`config.mk`:
```
export PLATFORM = sky130hd
export DESIGN_NAME = afe_step_sequencer
export DESIGN_NICKNAME = d
export VERILOG_FILES = /design/src/rtl/afe_step_sequencer.sv
export SDC_FILE = /design/constraint.sdc
export NUM_CORES = 1
export LEC_CHECK = 0
export BUFFER_PORTS_ARGS = -buffer_cell sky130_fd_sc_hd__buf_4
export CORE_ASPECT_RATIO = 1.25
export CORE_UTILIZATION = 25
export CTS_BUF_LIST = sky130_fd_sc_hd__clkbuf_8
export DETAILED_ROUTE_END_ITERATION = 8
export GPL_TIMING_DRIVEN = 0
export PLACE_DENSITY = 0.35
export SYNTH_ARGS = -nofsm -noshare
export SYNTH_HDL_FRONTEND = slang
export SYNTH_SLANG_ARGS = --single-unit
```
`constraint.sdc`:
```
create_clock -name clk -period 3.4 [get_ports clk]
set_clock_uncertainty 0.15 [all_clocks]
set_input_delay 0.34 -clock clk [delete_from_list [all_inputs] [get_ports clk]]
set_output_delay 0.34 -clock clk [all_outputs]
set_load 0.05 [all_outputs]
```
`src/rtl/afe_step_sequencer.sv`:
```
module afe_step_sequencer #(
  parameter int ENTRIES = 24,
  parameter int WORD_W  = 16,
  localparam int AW     = $clog2(ENTRIES)
) (
  input  logic              clk,
  input  logic              rst_n,
  input  logic              wr_en,
  input  logic [AW-1:0]     wr_addr,
  input  logic [WORD_W-1:0] wr_data,
  input  logic              start,
  input  logic              slow_tick,
  input  logic              dac_force_on,
  input  logic [1:0]        tch0,
  input  logic [1:0]        tch1,
  output logic              busy,
  output logic              done,
  output logic              dac_en,
  output logic              latch_en,
  output logic              clk_on,
  output logic              strobe_a,
  output logic              strobe_b,
  output logic              strobe_c,
  output logic [1:0]        sel_chan,
  output logic [1:0]        test_chan,
  output logic [2:0]        dac_reg_idx
);

  logic [WORD_W-1:0] tbl [ENTRIES];
  logic [AW-1:0]     ptr;
  logic [4:0]        cnt;
  logic              cur_slow, cur_stop;

  logic state_end, at_end, load, finish, step;
  logic [AW-1:0]     nptr;
  logic [WORD_W-1:0] nw;

  assign state_end = cur_stop | ((cnt == 5'd0) & (~cur_slow | slow_tick));
  assign at_end    = cur_stop | (ptr == AW'(ENTRIES - 1));
  assign load      = (~busy & start) | (busy & state_end & ~at_end);
  assign finish    = busy & state_end & at_end;
  assign step      = busy & ~state_end & (~cur_slow | slow_tick);
  assign nptr      = busy ? ptr + AW'(1) : '0;
  assign nw        = tbl[nptr];

  always_ff @(posedge clk or negedge rst_n) begin
    if (!rst_n) begin
      for (int i = 0; i < ENTRIES; i++) tbl[i] <= '0;
    end else if (wr_en && !busy && (int'(wr_addr) < ENTRIES)) begin
      tbl[wr_addr] <= wr_data;
    end
  end

  always_ff @(posedge clk or negedge rst_n) begin
    if (!rst_n) begin
      busy        <= 1'b0;
      done        <= 1'b0;
      ptr         <= '0;
      cnt         <= '0;
      cur_slow    <= 1'b0;
      cur_stop    <= 1'b0;
      dac_en      <= 1'b0;
      latch_en    <= 1'b0;
      clk_on      <= 1'b0;
      strobe_a    <= 1'b0;
      strobe_b    <= 1'b0;
      strobe_c    <= 1'b0;
      sel_chan    <= '0;
      test_chan   <= '0;
      dac_reg_idx <= '0;
    end else begin
      done <= 1'b0;
      if (load) begin
        busy        <= 1'b1;
        ptr         <= nptr;
        cnt         <= nw[15:11];
        cur_slow    <= nw[10];
        cur_stop    <= nw[9];
        dac_en      <= nw[8] & ~dac_force_on;
        test_chan   <= nw[7] ? tch1 : tch0;
        dac_reg_idx <= nw[7] ? 3'd7 : 3'd6;
        latch_en    <= nw[6];
        clk_on      <= nw[5];
        strobe_a    <= nw[4];
        strobe_b    <= nw[3];
        strobe_c    <= nw[2];
        sel_chan    <= nw[1:0];
      end else if (finish) begin
        busy        <= 1'b0;
        done        <= 1'b1;
        cur_slow    <= 1'b0;
        cur_stop    <= 1'b0;
        cnt         <= '0;
        dac_en      <= 1'b0;
        latch_en    <= 1'b0;
        clk_on      <= 1'b0;
        strobe_a    <= 1'b0;
        strobe_b    <= 1'b0;
        strobe_c    <= 1'b0;
        sel_chan    <= '0;
        test_chan   <= '0;
        dac_reg_idx <= '0;
      end else if (step) begin
        cnt <= cnt - 5'd1;
      end
    end
  end

endmodule

```
==> qor.csv, run 1 <==
stage;metric;value;unit
outcome;outcome;complete, no violations;
die;Rows;113;
power;Reg power frac;0.352;
worst_setup_path;crit path max fanout;10;
global_routing;first-pass GRT wire length;104;mm
detailed_routing;via/cell ratio;4.94;
power;Gate power share;0.401;
global_routing;largest net degree at the start of global routing;109;
detailed_routing;per-cell routed wire length;27.1;µm
power;leakage power;10.3;nW
synth;number of synthesized flops with an enable pin;0;
synth;Syn Nets;1518;
sta;RSZ-0062 raised after global routing;yes;
sta;fin crit share;0.970;
worst_setup_path;Setup CP Type;reg2reg;
worst_hold_path;worst hold-check path type;in2reg;
synth;fraction of the yosys area taken by sequential cells;0.531;
global_routing;Congestion Overflow GR;0;
clock_tree;Bufs on Longest Clock Path;3;
power;Net Sw Power;7.63;mW
placement;dpl cells;2507;
synth;yosys warns;0;
placement;post-place setup slack;-0.794;ns
clock_tree;clock sinks;409;
power;switch share;0.407;
power;clock share of power;0.247;
clock_tree;insertion delay to the later sink of the worst-skew pair;0.66;ns
worst_setup_path;CP endpoint kind;flip-flop;
detailed_routing;vias;13100;
final_layout;Layout area overhead;17.6;%
die;Boundary Pins;46;
placement;number of port buffers;42;
placement;routability cong.;0.788;
synth;Mean Syn Cell Area;13.0;µm²
final_layout;post-route cell area;22700;µm²
die;Chip Height;312;µm
clock_tree;Clock Pin Slew Worst Setup and Hold Paths;0.06;ns
final_layout;Layout Nets;1664;
sta;Final Hold Viols;0;
final_layout;final non-filler cell total;2655;
die;Die ar.;78200;µm²
sta;fmax;303;MHz
detailed_routing;DRT antenna net count;0;
sta;final setup TNS;0;ns
sta;Worst slew margin;0.302;
global_routing;initial antenna violation count;3;
detailed_routing;drt drc;0;
die;core footprint;76200;µm²
worst_setup_path;critical-path cell list;ha_1 -> buf_6 -> clkinv_4 -> clkbuf_2 -> a221oi_1 -> a311oi_1 -> o21ai_0 -> o41ai_2 -> a221o_1;
worst_setup_path;critical path launch point type;flip-flop;
power;IR drop worst, VDD;0.278;mV
power;power per cell area;827;nW/µm²
power;power after layout;18.7;mW
detailed_routing;Starting DRT DRC Count;579;
final_layout;share of cells above drive strength 1;0.415;
sta;Final Critical Period;3.30;ns
die;initial core utilization;0.253;
worst_setup_path;WP data required;3.79;ns
sta;final setup fails;0;
worst_hold_path;Hold Path Stages;3;
clock_tree;Clock Tree Root;clkbuf_8;
sta;measured slew at the worst slew-check pin;1.04;ns
synth;Mapped Area;19300;µm²
synth;Mapped Cells;1485;
worst_setup_path;CP max-delay cell;dfrtp_1;
sta;Slew Viols, Final;0;
clock_tree;TritonCTS clock tree;yes;
global_routing;GRT Util Overall;0.187;
detailed_routing;First-pass DRT Iterations;5;
synth;most common flop cell mapped by yosys;dfrtp_1;
job;Max-Cap Viols;0;
synth;Yosys reg bits;409;
worst_setup_path;CP arrival;3.69;ns
worst_setup_path;CP max stage delay;0.45;ns
clock_tree;clock buffers created by TritonCTS;78;
synth;number of library cell types mapped by synthesis;66;
die;Die X;250;µm
worst_setup_path;r2r worst-path depth;9;
placement;hpwl dp;52.4;mm
detailed_routing;final WL;72.0;mm
power;Internal Power;11.1;mW
clock_tree;H-tree depth;3;
placement;DP Area;20900;µm²
sta;setup ws final;0.100;ns
global_routing;vias in the first global route;14300;
synth;async set-or-reset flop fraction in the synthesized netlist;1.00;
[critical path: cells and delay by family (launching register included)]
family / cells / cell delay, ns
AO/OA/AOI/OAI: 5 / 1.35
adder cells (fa/ha/maj): 1 / 0.42
buffers and inverters: 3 / 0.77
flip-flops: 1 / 0.45
[metal layers]
metal	vias to the layer above	part of all wire	GRT usage
met4	0	0.047	0.0940
li1	5745	-	-
met1	6982	0.42	0.227
met5	-	0	0
met3	121	0.033	0.0261
met2	257	0.50	0.324
[layout by cell type (no fill, tap or decap), drive strengths merged, types with 28 or more instances in the layout]
cell and instances:
buf 119, inv 34, nand3 28, clkbuf 151, dfrtp 409, nor2 71
mux4 29, mux2 389, nand2 137, a221oi 30
[worst paths after layout]
| check | start | to | slack (ns) |
|---|---|---|---|
| worst max-delay path | ptr[0] | sel_chan[1] | 0.10 |
| min in group asynchronous | rst_n | tbl[66] | 0.21 |
| worst max register to register | ptr[0] | sel_chan[1] | 0.10 |
| worst min-delay path | wr_addr[3] | tbl[240] | 0.07 |
| worst min register to register | test_chan[0] | test_chan[0] | 0.35 |
| max in group asynchronous | rst_n | tbl[349] | 1.29 |
[through the flow]
stage                     utilization  hold WS (ns)
after detailed placement        0.274         0.330
after global placement          0.273         0.331
after CTS                       0.297        0.0205
final                           0.297        0.0697
after floorplan                     -        -0.106
after global routing            0.297        0.0685
[cells in the mapped netlist, types with 16 or more instances]
library cell	n	area, µm²
dfrtp_1	409	10200
mux2_2	379	4270
nand2_1	135	507
clkbuf_1	57	214
nor2_1	52	195
buf_2	30	150
a221oi_1	29	254
buf_4	29	218
mux4_2	29	653
a311oi_1	27	236
nand3_1	24	120
o21ai_0	19	95.1
nor2_2	18	113
and2_1	17	106
mux2i_1	16	160
[sequential cells by signal, summed over array words and instances (netlist names), 2 cells and up]
name,flops
cnt,5
dac_reg_idx,2
sel_chan,2
tbl,384
test_chan,2
ptr,5
[power by group through the flow]
stage	logic, mW	clock network [mW]	registers, mW
finish	7.51	4.64	6.60
global route	8.00	5.03	6.74
CTS	7.61	4.84	6.60
detailed placement	7.47	0	6.68
global placement	7.42	0	6.65
floorplan	4.23	0	6.62
[repair_timing]
action | CTS | global route
resized for setup | 21 | 18
setup buffers | 0 | 0
setup endpoints to repair | 18 | 11
endpoints found under the hold margin | 166 | 0
hold buffers | 22 | 0
[cell type report]
type                       count  area (µm²)
inverter                       8        35.0
multi-input combinational    936        8350
timing repair buffer          67         626
buffer                       131         764
clock buffer                  95        1310
sequential                   409       10200
antenna                        2        5.00
tap                          977        1220
clock inverter                30         119
fill                        7752       53500
[cells by family after synthesis]
kind of cell	count (synthesis)	share of synthesized area
xor+xnor	5	0.00325
mux	435	0.272
simple gates	291	0.0708
flops	409	0.531
fa+ha+maj	2	0.00130
compound gates	203	0.0819
buf+inv	140	0.0397
(Power assumes the default switching activity.)
==> run 2, diff against run 1 <==
--- a/config.mk
+++ b/config.mk
@@ -5,6 +5,7 @@
 export SDC_FILE = /design/constraint.sdc
 export NUM_CORES = 1
 export LEC_CHECK = 0
+export ABC_AREA = 1
 export BUFFER_PORTS_ARGS = -buffer_cell sky130_fd_sc_hd__buf_4
 export CORE_ASPECT_RATIO = 1.25
 export CORE_UTILIZATION = 25
==> run 2 against run 1 <==
Against the previous run:
- final cell count up 30%
- synthesized cell count up 53%
- maximum frequency is 1.7% lower
- critical path type unchanged
- largest cell class unchanged
- largest power group unchanged
==> qor.csv, run 2 <==
stage;metric;value;unit
outcome;outcome;complete, no violations;
sta;Final Critical Period;3.36;ns
clock_tree;Clock Pin Slew Worst Setup and Hold Paths;0.06;ns
sta;Worst slew margin;0.223;
final_layout;share of cells above drive strength 1;0.116;
placement;routability cong.;0.892;
synth;share of the synthesized area in the top cell type;0.544;
clock_tree;clock buffers created by TritonCTS;79;
detailed_routing;vias;17400;
global_routing;GRT Util Overall;0.246;
final_layout;largest registers;tbl x384, cnt x5, ptr x5;
synth;Synth Area in XOR/XNOR;0;
final_layout;fill count;8182;
global_routing;vias in the first global route;17300;
final_layout;sequential standard cell area;10200;µm²
detailed_routing;First-pass DRT Iterations;6;
synth;number of synthesized flops with an enable pin;0;
final_layout;commonest non-fill, non-tap cells in the layout;nand2_1, o21ai_0, dfrtp_1;
detailed_routing;drt drc;0;
clock_tree;TritonCTS clock tree;yes;
synth;yosys warns;0;
sta;hold_ws;0.0320;ns
sta;Slew Viols, Final;0;
final_layout;Layout area overhead;18.3;%
detailed_routing;Starting DRT DRC Count;1543;
synth;most frequent cell after synthesis;nand2_1;
die;Chip Height;309;µm
power;IR drop worst, VDD;0.354;mV
die;Rows;112;
final_layout;Finished Core Util;0.298;
die;core footprint;74600;µm²
synth;Mean Syn Cell Area;8.29;µm²
final_layout;Layout Nets;2452;
worst_setup_path;CP arrival;3.77;ns
final_layout;final non-filler cell total;3444;
final_layout;largest reg by FF count;tbl;
clock_tree;insertion delay to the later sink of the worst-skew pair;0.70;ns
power;leakage power;9.94;nW
placement;number of port buffers;43;
synth;Synth Area in Compound Gates;0.179;
global_routing;initial antenna violation count;8;
synth;number of library cell types mapped by synthesis;35;
global_routing;first-pass GRT wire length;132;mm
worst_setup_path;CP endpoint kind;flip-flop;
die;initial core utilization;0.252;
synth;synthesized-area fraction occupied by and/or/nand/nor cells;0.215;
synth;most common flop cell mapped by yosys;dfrtp_1;
clock_tree;Clock Tree Root;clkbuf_8;
clock_tree;Bufs on Longest Clock Path;3;
sta;Final Hold Viols;0;
synth;area leader, netlist;dfrtp_1;
worst_setup_path;Setup CP Type;reg2reg;
synth;mux cell area share after synthesis;0;
synth;Post-Synth Adder-Cell Area;0.00133;
worst_hold_path;worst hold-check path type;in2async;
clock_tree;clock sinks;409;
detailed_routing;via/cell ratio;5.04;
worst_setup_path;critical path launch point type;flip-flop;
detailed_routing;final WL;92.0;mm
worst_setup_path;WP data required;3.81;ns
worst_setup_path;crit path max fanout;10;
synth;Synth top cells by count;nand2_1, o21ai_0, dfrtp_1, nand3_1, clkbuf_1;
sta;final setup fails;0;
global_routing;Congestion Overflow GR;0;
sta;RSZ-0062 raised after global routing;no;
sta;measured slew at the worst slew-check pin;1.17;ns
synth;fraction of the yosys area taken by sequential cells;0.544;
detailed_routing;DRT antenna net count;0;
sta;fin crit share;0.987;
synth;Yosys reg bits;409;
placement;dpl cells;3283;
synth;Mapped Area;18800;µm²
die;Boundary Pins;46;
job;Max-Cap Viols;0;
clock_tree;H-tree depth;3;
power;power per cell area;833;nW/µm²
synth;Mapped Cells;2267;
final_layout;multi-input logic area;7440;µm²
synth;Synth area leaders;dfrtp_1, nand2_1, o21ai_0, nand3_1, o211ai_1;
synth;async set-or-reset flop fraction in the synthesized netlist;1.00;
die;Die ar.;76300;µm²
die;Die X;247;µm
sta;fmax;298;MHz
synth;Syn Nets;2300;
placement;hpwl dp;65.3;mm
final_layout;number of flip-flops under the largest register name;384;
detailed_routing;per-cell routed wire length;26.7;µm
global_routing;largest net degree at the start of global routing;112;
synth;largest family of logic cells by synthesized area;simple AND/OR/NAND/NOR gates;
final_layout;most common cell after layout, fill and taps aside;nand2_1;
## run 2: changes by cell type in the layout (fill, tap and decap cells not counted), moves of 36 or more
cell	before	now
a21oi_1	11	59
clkbuf_1	45	108
inv_1	32	95
mux2_2	379	0
nand2_1	135	711
nand3_1	24	136
o211ai_1	8	61
o21ai_0	18	428
o21ai_1	2	46
or2_2	0	36
## run 2: cell type report
type / count / area share
Multi-Input combinational cell: 1597 / 0.335
Clock buffer: 100 / 0.0619
Buffer: 191 / 0.0394
Sequential cell: 409 / 0.460
Inverter: 70 / 0.0119
Tap cell: 969 / 0.0545
Timing Repair Buffer: 71 / 0.0306
Clock inverter: 36 / 0.00670
Antenna cell: 1 / 0.000113
## run 2: final timing paths
| check | endpoint | start | cells after the start | slack [ns] |
|---|---|---|---|---|
| setup / recovery | cnt[3] | ptr[0] | 10 | 0.04 |
| hold / removal | tbl[93] | rst_n | 2 | 0.03 |
| setup reg to reg | cnt[3] | ptr[0] | 10 | 0.04 |
| hold reg to reg | tbl[224] | tbl[224] | 2 | 0.33 |
| max in group asynchronous | tbl[347] | rst_n | 5 | 1.18 |
| min in group clk | done | slow_tick | 7 | 0.05 |
## run 2: report_power, final
part	internal [mW]	leakage (nW)	total, mW	switching [mW]
combinational	1.95	3.38	8.32	6.37
sequential	5.12	5.66	5.28	0.157
clock	2.62	0.898	4.92	2.30
total	9.69	9.94	18.5	8.83
## run 2: critical path, stage by stage (launching register included)
cell      delay, ns
dfrtp_1        0.47
inv_2          0.27
nand2_4        0.11
buf_4          0.21
buf_2          0.30
o21ai_0        0.48
o21ai_0        0.25
o211ai_1       0.63
nand2_1        0.11
nand2_1        0.15
nand3_1        0.08
## run 2: per-layer routing
layer  vias to the layer above  share of wire  track usage
li1                       7853              -            -
met1                      8830           0.43        0.315
met2                       530           0.48        0.408
met3                       140          0.047       0.0322
met4                         2          0.046        0.119
met5                         -        0.00017            0
## run 2: kinds of logic after synthesis
logic type | Yosys count
simple gates | 969
compound gates | 626
buf+inv | 261
flops | 409
fa+ha+maj | 2
## run 2: through the flow
step	area (µm²)	TNS [ns]	power [mW]	setup WS, ns
after floorplan	18800	0	9.39	1.32
after global placement	20300	-1118.84	13.5	-2.84
after detailed placement	20500	-0.721	13.5	-0.251
after CTS	22200	0	18.5	0.0468
after global routing	22200	0	19.3	0.0230
final	22200	0	18.5	0.0445
## run 2: timing repair
action                                 CTS  global route
setup endpoints to repair                4             5
pin swaps                                0             1
gates resized for setup                  2            13
gates cloned                             0             0
buffers inserted                         0             0
hold buffers                            24             0
endpoints found under the hold margin  290             0
